--- src/rtl/mas_pkg.sv ---
package mas_pkg;

    // Addressing family chosen by the opcode
    typedef enum logic [1:0] {
        AM_NONE  = 2'd0,
        AM_PCREL = 2'd1,
        AM_DISP  = 2'd2
    } amode_e;

    // Per-opcode control bundle
    typedef struct packed {
        amode_e mode;
        logic   mem_rd;
        logic   mem_wr;
        logic   reg_wr;
        logic   dst_addr;
    } ctrl_t;

    // Opcode values (decoded by neighbouring pipeline logic too)
    localparam int OP_LD  = 1;
    localparam int OP_LDR = 2;
    localparam int OP_ST  = 3;
    localparam int OP_STR = 4;
    localparam int OP_LA  = 5;
    localparam int OP_LAR = 6;

endpackage

--- src/rtl/mas_decode.sv ---
module mas_decode
    import mas_pkg::*;
#(
    parameter int OPC_W = 5
) (
    input  logic [OPC_W-1:0] opcode,
    output ctrl_t            ctrl
);

    always_comb begin
        ctrl          = '0;
        ctrl.mode     = AM_NONE;
        case (opcode)
            OPC_W'(OP_LD): begin
                ctrl.mode   = AM_DISP;
                ctrl.mem_rd = 1'b1;
                ctrl.reg_wr = 1'b1;
            end
            OPC_W'(OP_ST): begin
                ctrl.mode   = AM_DISP;
                ctrl.mem_wr = 1'b1;
            end
            OPC_W'(OP_LA): begin
                ctrl.mode     = AM_DISP;
                ctrl.reg_wr   = 1'b1;
                ctrl.dst_addr = 1'b1;
            end
            OPC_W'(OP_LDR): begin
                ctrl.mode   = AM_PCREL;
                ctrl.mem_rd = 1'b1;
                ctrl.reg_wr = 1'b1;
            end
            OPC_W'(OP_STR): begin
                ctrl.mode   = AM_PCREL;
                ctrl.mem_wr = 1'b1;
            end
            OPC_W'(OP_LAR): begin
                ctrl.mode     = AM_PCREL;
                ctrl.reg_wr   = 1'b1;
                ctrl.dst_addr = 1'b1;
            end
            default: begin
                ctrl      = '0;
                ctrl.mode = AM_NONE;
            end
        endcase
    end

endmodule

--- src/rtl/mas_agen.sv ---
module mas_agen
    import mas_pkg::*;
#(
    parameter int XLEN  = 32,
    parameter int REG_W = 5,
    parameter int C1_W  = 22,
    parameter int C2_W  = 17
) (
    input  amode_e            mode,
    input  logic [XLEN-1:0]   pc,
    input  logic [XLEN-1:0]   rb_data,
    input  logic [REG_W-1:0]  rb_idx,
    input  logic [C1_W-1:0]   c1,
    input  logic [C2_W-1:0]   c2,
    output logic [XLEN-1:0]   addr
);

    localparam int EXT1 = XLEN - C1_W;
    localparam int EXT2 = XLEN - C2_W;

    logic [XLEN-1:0] c1_ext;
    logic [XLEN-1:0] c2_ext;
    logic [XLEN-1:0] base;
    logic [XLEN-1:0] opnd_a;
    logic [XLEN-1:0] opnd_b;

    // Sign extension; a zero-width extension is not legal, so pick the form
    generate
        if (EXT1 > 0) begin : g_c1_ext
            assign c1_ext = {{EXT1{c1[C1_W-1]}}, c1};
        end else begin : g_c1_full
            assign c1_ext = c1[XLEN-1:0];
        end
        if (EXT2 > 0) begin : g_c2_ext
            assign c2_ext = {{EXT2{c2[C2_W-1]}}, c2};
        end else begin : g_c2_full
            assign c2_ext = c2[XLEN-1:0];
        end
    endgenerate

    // Base index zero selects the constant zero, not register 0
    assign base = (rb_idx == '0) ? '0 : rb_data;

    // Operand mux ahead of one shared adder
    always_comb begin
        case (mode)
            AM_PCREL: begin
                opnd_a = pc;
                opnd_b = c1_ext;
            end
            AM_DISP: begin
                opnd_a = base;
                opnd_b = c2_ext;
            end
            default: begin
                opnd_a = '0;
                opnd_b = '0;
            end
        endcase
    end

    assign addr = opnd_a + opnd_b;

endmodule

--- src/rtl/mem_addr_stage.sv ---
module mem_addr_stage
    import mas_pkg::*;
#(
    parameter int XLEN  = 32,
    parameter int OPC_W = 5,
    parameter int REG_W = 5
) (
    input  logic             clk,
    input  logic             rst_n,
    input  logic             in_valid,
    input  logic [XLEN-1:0]  in_instr,
    input  logic [XLEN-1:0]  in_pc,
    input  logic [XLEN-1:0]  in_rb_data,
    output logic             out_valid,
    output logic [XLEN-1:0]  out_addr,
    output logic             out_mem_rd,
    output logic             out_mem_wr,
    output logic             out_reg_wr,
    output logic             out_dst_sel,
    output logic             out_unhandled,
    output logic [REG_W-1:0] out_ra
);

    // Field positions derived from the widths
    localparam int OPC_LSB = XLEN - OPC_W;
    localparam int RA_LSB  = OPC_LSB - REG_W;
    localparam int RB_LSB  = RA_LSB - REG_W;
    localparam int C1_W    = RA_LSB;
    localparam int C2_W    = RB_LSB;

    typedef struct packed {
        logic             valid;
        logic [XLEN-1:0]  addr;
        logic             mem_rd;
        logic             mem_wr;
        logic             reg_wr;
        logic             dst_sel;
        logic             unhandled;
        logic [REG_W-1:0] ra;
    } stage_t;

    logic [OPC_W-1:0] f_opc;
    logic [REG_W-1:0] f_ra;
    logic [REG_W-1:0] f_rb;
    logic [C1_W-1:0]  f_c1;
    logic [C2_W-1:0]  f_c2;
    ctrl_t            dec;
    logic [XLEN-1:0]  ea;
    stage_t           st_d;
    stage_t           st_q;

    assign f_opc = in_instr[XLEN-1:OPC_LSB];
    assign f_ra  = in_instr[OPC_LSB-1:RA_LSB];
    assign f_rb  = in_instr[RA_LSB-1:RB_LSB];
    assign f_c1  = in_instr[C1_W-1:0];
    assign f_c2  = in_instr[C2_W-1:0];

    mas_decode #(.OPC_W(OPC_W)) u_dec (
        .opcode (f_opc),
        .ctrl   (dec)
    );

    mas_agen #(
        .XLEN  (XLEN),
        .REG_W (REG_W),
        .C1_W  (C1_W),
        .C2_W  (C2_W)
    ) u_agen (
        .mode    (dec.mode),
        .pc      (in_pc),
        .rb_data (in_rb_data),
        .rb_idx  (f_rb),
        .c1      (f_c1),
        .c2      (f_c2),
        .addr    (ea)
    );

    always_comb begin
        st_d       = st_q;
        st_d.valid = in_valid;
        if (in_valid) begin
            st_d.addr      = ea;
            st_d.mem_rd    = dec.mem_rd;
            st_d.mem_wr    = dec.mem_wr;
            st_d.reg_wr    = dec.reg_wr;
            st_d.dst_sel   = dec.dst_addr;
            st_d.unhandled = (dec.mode == AM_NONE);
            st_d.ra        = f_ra;
        end else begin
            st_d.mem_rd    = 1'b0;
            st_d.mem_wr    = 1'b0;
            st_d.reg_wr    = 1'b0;
            st_d.unhandled = 1'b0;
        end
    end

    always_ff @(posedge clk or negedge rst_n) begin
        if (!rst_n) begin
            st_q <= '0;
        end else begin
            st_q <= st_d;
        end
    end

    assign out_valid     = st_q.valid;
    assign out_addr      = st_q.addr;
    assign out_mem_rd    = st_q.mem_rd;
    assign out_mem_wr    = st_q.mem_wr;
    assign out_reg_wr    = st_q.reg_wr;
    assign out_dst_sel   = st_q.dst_sel;
    assign out_unhandled = st_q.unhandled;
    assign out_ra        = st_q.ra;

endmodule

--- config.mk ---
export PLATFORM = sky130hd
export DESIGN_NAME = mem_addr_stage
export DESIGN_NICKNAME = d
export VERILOG_FILES = /design/src/rtl/mas_pkg.sv /design/src/rtl/mas_decode.sv /design/src/rtl/mas_agen.sv /design/src/rtl/mem_addr_stage.sv
export SDC_FILE = /design/constraint.sdc
export NUM_CORES = 1
export LEC_CHECK = 0
export ABC_AREA = 1
export BUFFER_PORTS_ARGS = -buffer_cell sky130_fd_sc_hd__clkbuf_2
export CORE_MARGIN = 2
export CORE_UTILIZATION = 30
export DETAILED_ROUTE_END_ITERATION = 6
export PLACE_DENSITY = 0.55
export SKIP_CTS_REPAIR_TIMING = 1
export SYNTH_ARGS = -nofsm -noshare
export SYNTH_HDL_FRONTEND = slang
export SYNTH_SLANG_ARGS = --single-unit
--- constraint.sdc ---
create_clock -name clk -period 0.8 [get_ports clk]
set_input_delay 0.08 -clock clk [delete_from_list [all_inputs] [get_ports clk]]
set_output_delay 0.08 -clock clk [all_outputs]
set_load 0.02 [all_outputs]
==> impl_metrics.yaml, run 1 <==
clock_network:
  cts.sinks: 43
  cts-root-buf: "clkbuf_16"
  cts_tree: "done"
  cts-htree-levels: 2
  cts_made_buffers: 5
  clk_pin_slew_worst_paths_ps: 70
  clk_latency_ps: 280
  cts_buffer_depth: 2
grt:
  gr-total-overflow: 0
  met2_usage: 0.274
  grt_max_degree: 44
  grt_pass1_wl_mm: 24.8
  met3_usage: 0.0219
  grt_pass1_vias: 5029
  gr-max-usage-layer: "met1"
  antenna_found_initial: 0
  gr-usage-met1: 0.290
  grt_use_total: 0.186
synth:
  async_flop_share: 1.00
  synthCells: 839
  synth-edff-count: 0
  synth.cell_area_um2: 4730
  avgSynthCellArea_um2: 5.63
  synth_common_cells: "359 x nand2_1, 140 x inv_1, 62 x a21oi_1"
  synth-main-ff-cell: "dfrtp_1"
  synth_top_area_frac: 0.285
  synth.area.top_cells: "nand2_1 29%, dfrtp_1 23%, inv_1 11%, ha_1 9.0%, a21oi_1 6.6%"
  synth_seq_area_share: 0.228
  synth_most_common_cell: "nand2_1"
  ys_types: 28
  synth_seq_cells: 43
  synth_nets: 973
  yosys.area.top_type: "nand2_1"
  ys_warn_count: 0
worst_setup_path:
  startpoint: "in_instr[29]"
  cp-end-kind: "flip-flop"
  path_class: "in -> reg"
  crit_chain: "buf_8 > nor3_4 > nand2_2 > o21ai_4 > inv_2 > ha_4 > inv_6 > o21ai_4 > buf_12 > nor2_4 > ha_4 > inv_2 > fa_2 > inv_4 > nand3_4 > nand3_4 > nand3_4 > nand3_4 > nand2_2 > nand2_1 > nand2_1 > nand3_1 > nand2_1"
  arrival_ps: 2730
  reg2regPathDepth: 3
  worst_setup_path_start_kind: "input pin"
  rr_startpoint: "out_addr[26]"
  cp.required_ps: 980
  path_common_cell: "nand3_4"
  slowest_delay_ps: 350
  critPathSlowestCell: "fa_2"
  reg2reg_slack_ps: 10
  critPathMaxFanout: 4
power:
  finalPower_mw: 6.95
  p_leak_nw: 4.76
  combPwrFrac: 0.278
  power_frac_seq: 0.334
  p_int_mw: 5.01
  switchingPower_mw: 1.94
  ir_worst_vdd_uv: 779
  power_density_nw_per_um2: 779
  pwr-share-clk: 0.387
  p_sw_frac: 0.280
timing:
  fin_setup_tns_ps: -55370
  slew_violations: 0
  final-hold-violation-count: 0
  tightest_slew_ps: 323
  relSlewSlack: 0.784
  hold-worst-slack_ps: 4.75
  min_period_over_period: 3.18
  final.setup.worst_slack_ps: -1750
  setup_viol_count_final: 76
  rsz0062_at_grt: "true"
  fmax_mhz: 393
  clock_skew_ps: 0
  period_minus_slack_ps: 2550
finish:
  final_util: 0.583
  area_growth_pct: 88.9
  stdcell_count: 1322
  antenna_cells: 0
  nets: 1244
  drive_above_1_share: 0.516
  fillers: 1449
  design_area_um2: 8930
run_status:
  violations: "setup timing"
  status: "finished, violations left"
placed_design:
  place_ws_ps: -2120
  hpwl_mm: 13.0
  dpl_cell_area_um2: 6440
  finalWeightedCongestion: 0.932
  io_buffers: 141
  dp.cells: 1256
hold_path:
  min_path_cells: 3
  hold_class: "in -> reg"
  hold_start: "in_instr[22]"
routing:
  ant_nets: 0
  vias: 6020
  viasPerCell: 4.55
  routed_wl_mm: 18.5
  drt_first_pass_iters: 4
  routedWlPerCell_um: 14.0
  drc: 0
  dr.first_iter.drc_count: 302
floorplan:
  dieArea_um2: 16800
  die_h_um: 130
  ios: 142
  fp.dieW_um: 130
  core_um2: 15300
  start_util: 0.309
  fp-row-count: 45
run:
  cap_violations: 0
## cell type report
| class | instances | area, um^2 | share of cell area |
|---|---|---|---|
| Multi-Input combinational cell | 633 | 4560 | 0.511 |
| Timing Repair Buffer | 282 | 2270 | 0.254 |
| Sequential cell | 43 | 1080 | 0.120 |
| Inverter | 145 | 566 | 0.0633 |
| Tap cell | 211 | 264 | 0.0296 |
| Clock buffer | 5 | 125 | 0.0140 |
| Clock inverter | 3 | 67.6 | 0.00757 |
## logic make-up (layout without fill, tap and decap cells)
logic type / Yosys count / after routing / share of synthesized area
buffers and inverters: 165 / 435 / 0.133
flip-flops: 43 / 43 / 0.228
AO/OA/AOI/OAI: 86 / 87 / 0.0934
AND/OR/NAND/NOR: 498 / 499 / 0.430
adder cells (fa/ha/maj): 35 / 35 / 0.0942
XOR/XNOR: 12 / 12 / 0.0222
## worst max-delay path, delay by kind of cell
kind            cells  cell delay, ps
fa+ha+maj           3             810
compound gates      2             160
buf+inv             6             550
simple gates       12            1120
## final timing paths
check,endpoint
setup / recovery,out_addr[28]
hold / removal,out_ra[0]
setup reg to reg,out_addr[26]
hold reg to reg,out_ra[4]
max in group asynchronous,out_mem_wr
min in group asynchronous,out_addr[3]
## flip-flops by register name, indices dropped and copies added, names as in the netlist
signal / count
out_mem_rd: 1
out_addr: 32
out_unhandled: 1
out_valid: 1
out_ra: 5
out_mem_wr: 1
out_dst_sel: 1
out_reg_wr: 1
## metal layers
| layer | vias up | share of wire |
|---|---|---|
| met5 | - | 0 |
| met4 | 0 | 0.012 |
| met3 | 15 | 0.052 |
| met2 | 166 | 0.46 |
| met1 | 2732 | 0.48 |
| li1 | 3107 | - |
## power groups by stage
| stage | Combinational [mW] | Sequential [mW] | Clock (mW) |
|---|---|---|---|
| finish | 1.94 | 2.33 | 2.69 |
| floorplan | 0.483 | 2.46 | 0 |
| global placement | 1.31 | 2.35 | 0 |
| global route | 2.09 | 2.33 | 2.83 |
| CTS | 1.31 | 2.31 | 2.73 |
| detailed placement | 1.30 | 2.35 | 0 |
## layout by cell type, fill, tap and decap left out, types with 10 or more instances in the layout
cell,synthesis,routed
a21oi_1,62,17
a21oi_2,0,30
a21oi_4,0,15
buf_4,0,118
buf_6,0,53
clkbuf_2,0,95
dfrtp_1,43,43
ha_4,0,24
inv_1,140,119
inv_2,3,20
nand2_1,359,264
nand2_2,12,73
nand2_4,0,33
nand3_1,45,29
nand3_2,4,12
nor2_1,60,27
nor2_2,4,11
nor2_4,0,27
o21ai_1,8,13
xnor2_2,0,10
Note: power is estimated with default switching activity, not from simulation.
==> run 2: changes to the inputs <==
--- a/config.mk
+++ b/config.mk
@@ -5,12 +5,12 @@
 export SDC_FILE = /design/constraint.sdc
 export NUM_CORES = 1
 export LEC_CHECK = 0
-export ABC_AREA = 1
 export BUFFER_PORTS_ARGS = -buffer_cell sky130_fd_sc_hd__clkbuf_2
 export CORE_MARGIN = 2
 export CORE_UTILIZATION = 30
 export DETAILED_ROUTE_END_ITERATION = 6
-export PLACE_DENSITY = 0.55
+export MAX_ROUTING_LAYER = met4
+export PLACE_DENSITY = 0.56
 export SKIP_CTS_REPAIR_TIMING = 1
 export SYNTH_ARGS = -nofsm -noshare
 export SYNTH_HDL_FRONTEND = slang
==> run 2 against run 1 <==
The run still ends with setup timing left; flip-flop and latch count unchanged; clock power is 19% lower; synthesized area shrank 13%; count of clock-buffer cells in the layout grew 2; critical path depth is 7 lower; first-iteration DRC count shrank 33%; wire length decreased by 17%; synthesized cell count fell by 40%; critical endpoint is now out_addr[30]; total power decreased by 12%; design area fell by 14%; clock skew unchanged.
==> impl_metrics.yaml, run 2 <==
synth:
  synth_most_common_cell: "nor2_1"
  ys_warn_count: 0
  synth-main-ff-cell: "dfrtp_1"
  synth_nets: 640
  synth_seq_cells: 43
  synth.cell_area_um2: 4100
  synth_common_cells: "67 x nor2_1, 45 x nand2_1, 43 x dfrtp_1"
  avgSynthCellArea_um2: 8.11
  synth_top_area_frac: 0.262
  yosys.area.top_type: "dfrtp_1"
  ys_types: 53
  synth.area.top_cells: "dfrtp_1 26%, ha_1 10%, mux2_2 7.1%, nor2_1 6.1%, a22oi_1 5.7%"
  async_flop_share: 1.00
  synthCells: 506
  synth_seq_area_share: 0.262
  synth-edff-count: 0
floorplan:
  die_h_um: 121
  fp.dieW_um: 121
  fp-row-count: 42
  start_util: 0.309
  dieArea_um2: 14600
  core_um2: 13300
  ios: 142
timing:
  tightest_slew_ps: 590
  setup_viol_count_final: 77
  clock_skew_ps: 0
  final-hold-violation-count: 0
  fmax_mhz: 301
  rsz0062_at_grt: "true"
  final.setup.worst_slack_ps: -2520
  min_period_over_period: 4.15
  hold-worst-slack_ps: 25.0
  relSlewSlack: 0.605
  slew_violations: 0
  period_minus_slack_ps: 3320
worst_setup_path:
  startpoint: "in_instr[30]"
  crit_chain: "buf_6 > or4_4 > inv_2 > ha_4 > nor2_4 > nor2_4 > buf_12 > and2_1 > ha_2 > a21oi_2 > o21ai_1 > a221o_1 > o2111ai_2 > or3b_1 > xor2_1 > mux2_4"
  reg2regPathDepth: 2
  critPathMaxFanout: 7
  path_common_cell: "nor2_4"
  cp-end-kind: "flip-flop"
  worst_setup_path_start_kind: "input pin"
  reg2reg_slack_ps: -130
  crit_end: "out_addr[30]"
  rr_startpoint: "out_addr[18]"
  critPathSlowestCell: "or4_4"
  cp.required_ps: 980
  arrival_ps: 3500
  slowest_delay_ps: 590
  path_class: "in -> reg"
  crit-reg2reg-capture: "out_addr[18]"
hold_path:
  hold_start: "in_instr[25]"
  hold_class: "in -> reg"
power:
  ir_worst_vdd_uv: 818
  finalPower_mw: 6.11
  p_leak_nw: 3.62
  power_density_nw_per_um2: 796
grt:
  grt_use_total: 0.200
  antenna_found_initial: 0
  grt_pass1_wl_mm: 22.9
  grt_max_degree: 44
  gr-total-overflow: 0
  grt_pass1_vias: 4635
clock_network:
  clk_latency_ps: 290
  cts-htree-levels: 2
  cts_tree: "done"
  cts-root-buf: "clkbuf_16"
  clk_pin_slew_worst_paths_ps: 60
  cts_buffer_depth: 2
  cts_made_buffers: 5
  cts.sinks: 43
routing:
  drt_first_pass_iters: 4
  ant_nets: 0
  routedWlPerCell_um: 15.6
  viasPerCell: 5.00
  vias: 4923
  routed_wl_mm: 15.4
  dr.first_iter.drc_count: 202
  drc: 0
finish:
  antenna_cells: 0
  fillers: 1210
  area_growth_pct: 87.1
  drive_above_1_share: 0.598
  final_common_cell: "buf_4"
  nets: 941
  largest_reg_flops: 32
  design_area_um2: 7680
  stdcell_count: 984
  layout_common_cells: "159 x buf_4, 97 x clkbuf_2, 58 x buf_6, 49 x nor2_1"
run:
  cap_violations: 0
placed_design:
  dpl_cell_area_um2: 6260
  dp.cells: 935
  hpwl_mm: 12.1
  finalWeightedCongestion: 0.904
  io_buffers: 141
run_status:
  status: "finished, violations left"
  violations: "setup timing"
## run 2: area by class of cell
class	instances	area [um^2]	share of cell area
inverters	14	52.6	0.00684
multi-input cells	420	3660	0.477
flip-flops and latches	43	1080	0.141
repair buffers	323	2500	0.326
clock inverters	1	7.51	0.000978
clock buffers	7	153	0.0199
well taps	176	220	0.0287
## run 2: worst min-delay path by stage
stage	to	slack (ps)	cells after the start
final	out_ra[3]	20	2
after global routing	out_ra[0]	20	2
after CTS	out_addr[2]	-230	2
after detailed placement	out_addr[3]	80	2
after global placement	out_addr[3]	80	2
after floorplan	out_addr[0]	-220	0
## run 2: stage by stage
| stage | TNS (ps) | worst slack (ps) | utilization |
|---|---|---|---|
| floorplan | -69420 | -2600 | - |
| global placement | -79290 | -2820 | 0.471 |
| detailed placement | -80710 | -2860 | 0.471 |
| CTS | -75600 | -2570 | 0.483 |
| global route | -76960 | -2590 | 0.578 |
| finish | -72750 | -2520 | 0.578 |
## run 2: worst max-delay path, delay by kind of cell
family                     cells  cell delay [ps]
and+or+nand+nor                5             1320
AOI/OAI and AO/OA              4              880
adders and majority gates      2              480
buffers and inverters          3              330
muxes                          1              250
xor gates and xnor gates       1              150
## run 2: metal layers
metal	vias up	GRT usage	wire [um]
met5	-	-	0
met4	0	0.0523	245
met3	17	0.0169	612
met2	133	0.296	7030
met1	2322	0.293	7510
li1	2451	-	-
## run 2: logic make-up after synthesis
family          count (synthesis)  synth area share
simple gates                  180             0.203
compound gates                153             0.246
buf+inv                        43            0.0515
flops                          43             0.262
fa+ha+maj                      35             0.109
mux                            29            0.0799
xor+xnor                       23            0.0491
## run 2: report_power, final
part,internal [mW],switching (mW),leakage (nW)
Clock,1.33,0.849,0.0761
Combinational,0.848,0.749,2.97
Sequential,2.27,0.0656,0.575
==> run 3: changes to the inputs <==
--- a/config.mk
+++ b/config.mk
@@ -11,7 +11,6 @@
 export DETAILED_ROUTE_END_ITERATION = 6
 export MAX_ROUTING_LAYER = met4
 export PLACE_DENSITY = 0.56
-export SKIP_CTS_REPAIR_TIMING = 1
 export SYNTH_ARGS = -nofsm -noshare
 export SYNTH_HDL_FRONTEND = slang
 export SYNTH_SLANG_ARGS = --single-unit
==> run 3 against run 2 <==
The flow still finishes with violations (setup timing); via count grew 2.4%; critical path depth increased by 1; global-route usage increased by 1.5 points; critical endpoint unchanged; worst hold slack improved by 1.1 ps; first-iteration DRC count down 22%; non-clock buffer count up 15; core utilization increased by 3.1 points; clock power is essentially flat; combinational power is 6% higher; flip-flop and latch count did not move; highest routed layer unchanged; clock skew is the same; fmax about the same.
==> impl_metrics.yaml, run 3 (synthesis results as in run 2) <==
hold_path:
  hold_class: "in -> reg"
finish:
  area_growth_pct: 97.0
  drive_above_1_share: 0.638
  layout_common_cells: "165 x buf_4, 97 x clkbuf_2, 55 x buf_6, 49 x nor2_1, 38 x dfrtp_1"
  final_util: 0.608
  antenna_cells: 0
  multi_input_area_um2: 3870
  nets: 957
  largest_reg_flops: 32
  final_common_cell: "buf_4"
  seq_area_um2: 1080
  stdcell_count: 1000
  fillers: 1126
grt:
  gr-total-overflow: 0
  grt_pass1_wl_mm: 24.5
  grt_use_total: 0.215
  antenna_found_initial: 0
  grt_pass1_vias: 4947
  grt_max_degree: 44
timing:
  tightest_slew_ps: 586
  final.setup.worst_slack_ps: -2520
  period_minus_slack_ps: 3320
  min_period_over_period: 4.15
  final-hold-violation-count: 0
  fmax_mhz: 301
  setup_viol_count_final: 79
  clock_skew_ps: 0
  rsz0062_at_grt: "true"
  hold-worst-slack_ps: 26.0
  relSlewSlack: 0.608
  slew_violations: 0
clock_network:
  cts_buffer_depth: 2
  cts-root-buf: "clkbuf_16"
  cts_made_buffers: 5
  cts.sinks: 43
  cts-htree-levels: 2
  cts_tree: "done"
  clk_latency_ps: 290
  clk_pin_slew_worst_paths_ps: 60
worst_setup_path:
  slowest_delay_ps: 600
  arrival_ps: 3500
  crit_chain: "buf_6 > or4_4 > ha_4 > nor2_4 > nor2_4 > buf_4 > buf_4 > and2_4 > ha_4 > a21o_1 > a21oi_2 > a211oi_4 > buf_4 > o2111ai_2 > or3b_1 > xor2_1 > mux2_4"
  worst_setup_path_start_kind: "input pin"
  cp-end-kind: "flip-flop"
  path_common_cell: "buf_4"
  critPathMaxFanout: 4
  cp.required_ps: 980
  critPathSlowestCell: "or4_4"
  path_class: "in -> reg"
routing:
  drt_first_pass_iters: 4
  drt-met1-wl_mm: 7.78
  routedWlPerCell_um: 15.9
  vias: 5043
  dr_wl_met3_um: 438
  wl_met2_mm: 7.50
  dr.first_iter.drc_count: 157
  viasPerCell: 5.04
  routed_wl_mm: 15.9
  drc: 0
  ant_nets: 0
  top_layer_used: "met4"
power:
  ir_worst_vdd_uv: 814
  p_leak_nw: 3.82
  power_density_nw_per_um2: 767
floorplan:
  core_um2: 13300
  start_util: 0.309
  fp-row-count: 42
  dieArea_um2: 14600
  fp.dieW_um: 121
  die_h_um: 121
  ios: 142
run_status:
  violations: "setup timing"
  status: "finished, violations left"
placed_design:
  io_buffers: 141
  place_ws_ps: -2860
  hpwl_mm: 12.1
  finalWeightedCongestion: 0.904
  dp.cells: 935
run:
  cap_violations: 0
==> run 3: critical path: cells and delay by family <==
kind / cells / cell delay [ps]
compound gates: 4 / 760
xor+xnor: 1 / 170
fa+ha+maj: 2 / 360
buf+inv: 4 / 520
mux: 1 / 250
simple gates: 5 / 1340
==> run 3: final cells by class <==
| cell class | count | area share |
|---|---|---|
| tap | 176 | 0.0272 |
| multi-input combinational | 421 | 0.479 |
| timing repair buffer | 338 | 0.334 |
| sequential | 43 | 0.134 |
| clock buffer | 7 | 0.0189 |
| clock inverter | 1 | 0.000929 |
| inverter | 14 | 0.00650 |
==> run 3: power breakdown <==
part	total, mW	internal (mW)	switching, mW
clock network	2.17	1.33	0.843
logic	1.69	0.902	0.791
registers	2.34	2.27	0.0673
==> run 3: worst paths after layout <==
path | from | end | slack, ps | cells past startpoint
worst max-delay path | in_instr[31] | out_addr[30] | -2520 | 17
worst min-delay path | in_instr[25] | out_ra[3] | 30 | 2
worst max register to register | out_addr[18] | out_addr[18] | -130 | 2
worst min register to register | out_ra[1] | out_ra[1] | 530 | 1
max in group asynchronous | rst_n | out_ra[0] | 250 | 3
min in group asynchronous | rst_n | out_addr[3] | 310 | 3
==> run 3: repair_timing <==
action | in CTS | in global routing
gates cloned | 2 | 1
hold buffers | 1 | 0
setup buffers | 35 | 21
setup endpoints to repair | 76 | 78
resized for setup | 147 | 159
endpoints found under the hold margin | 43 | 0
pin swaps | 68 | 50
==> run 3: metrics by stage <==
stage / cell area [um^2] / TNS (ps) / total power [mW]
after floorplan: 4490 / -69420 / 2.98
after global placement: 6260 / -79290 / 3.61
after detailed placement: 6260 / -80710 / 3.63
after CTS: 7400 / -72990 / 6.04
after global routing: 8090 / -77620 / 6.47
final: 8090 / -73730 / 6.20
==> run 3: per-layer routing <==
metal,global-route usage,up-vias
met5,-,-
met4,0.0545,0
met3,0.0169,15
met2,0.333,109
met1,0.304,2432
li1,-,2487
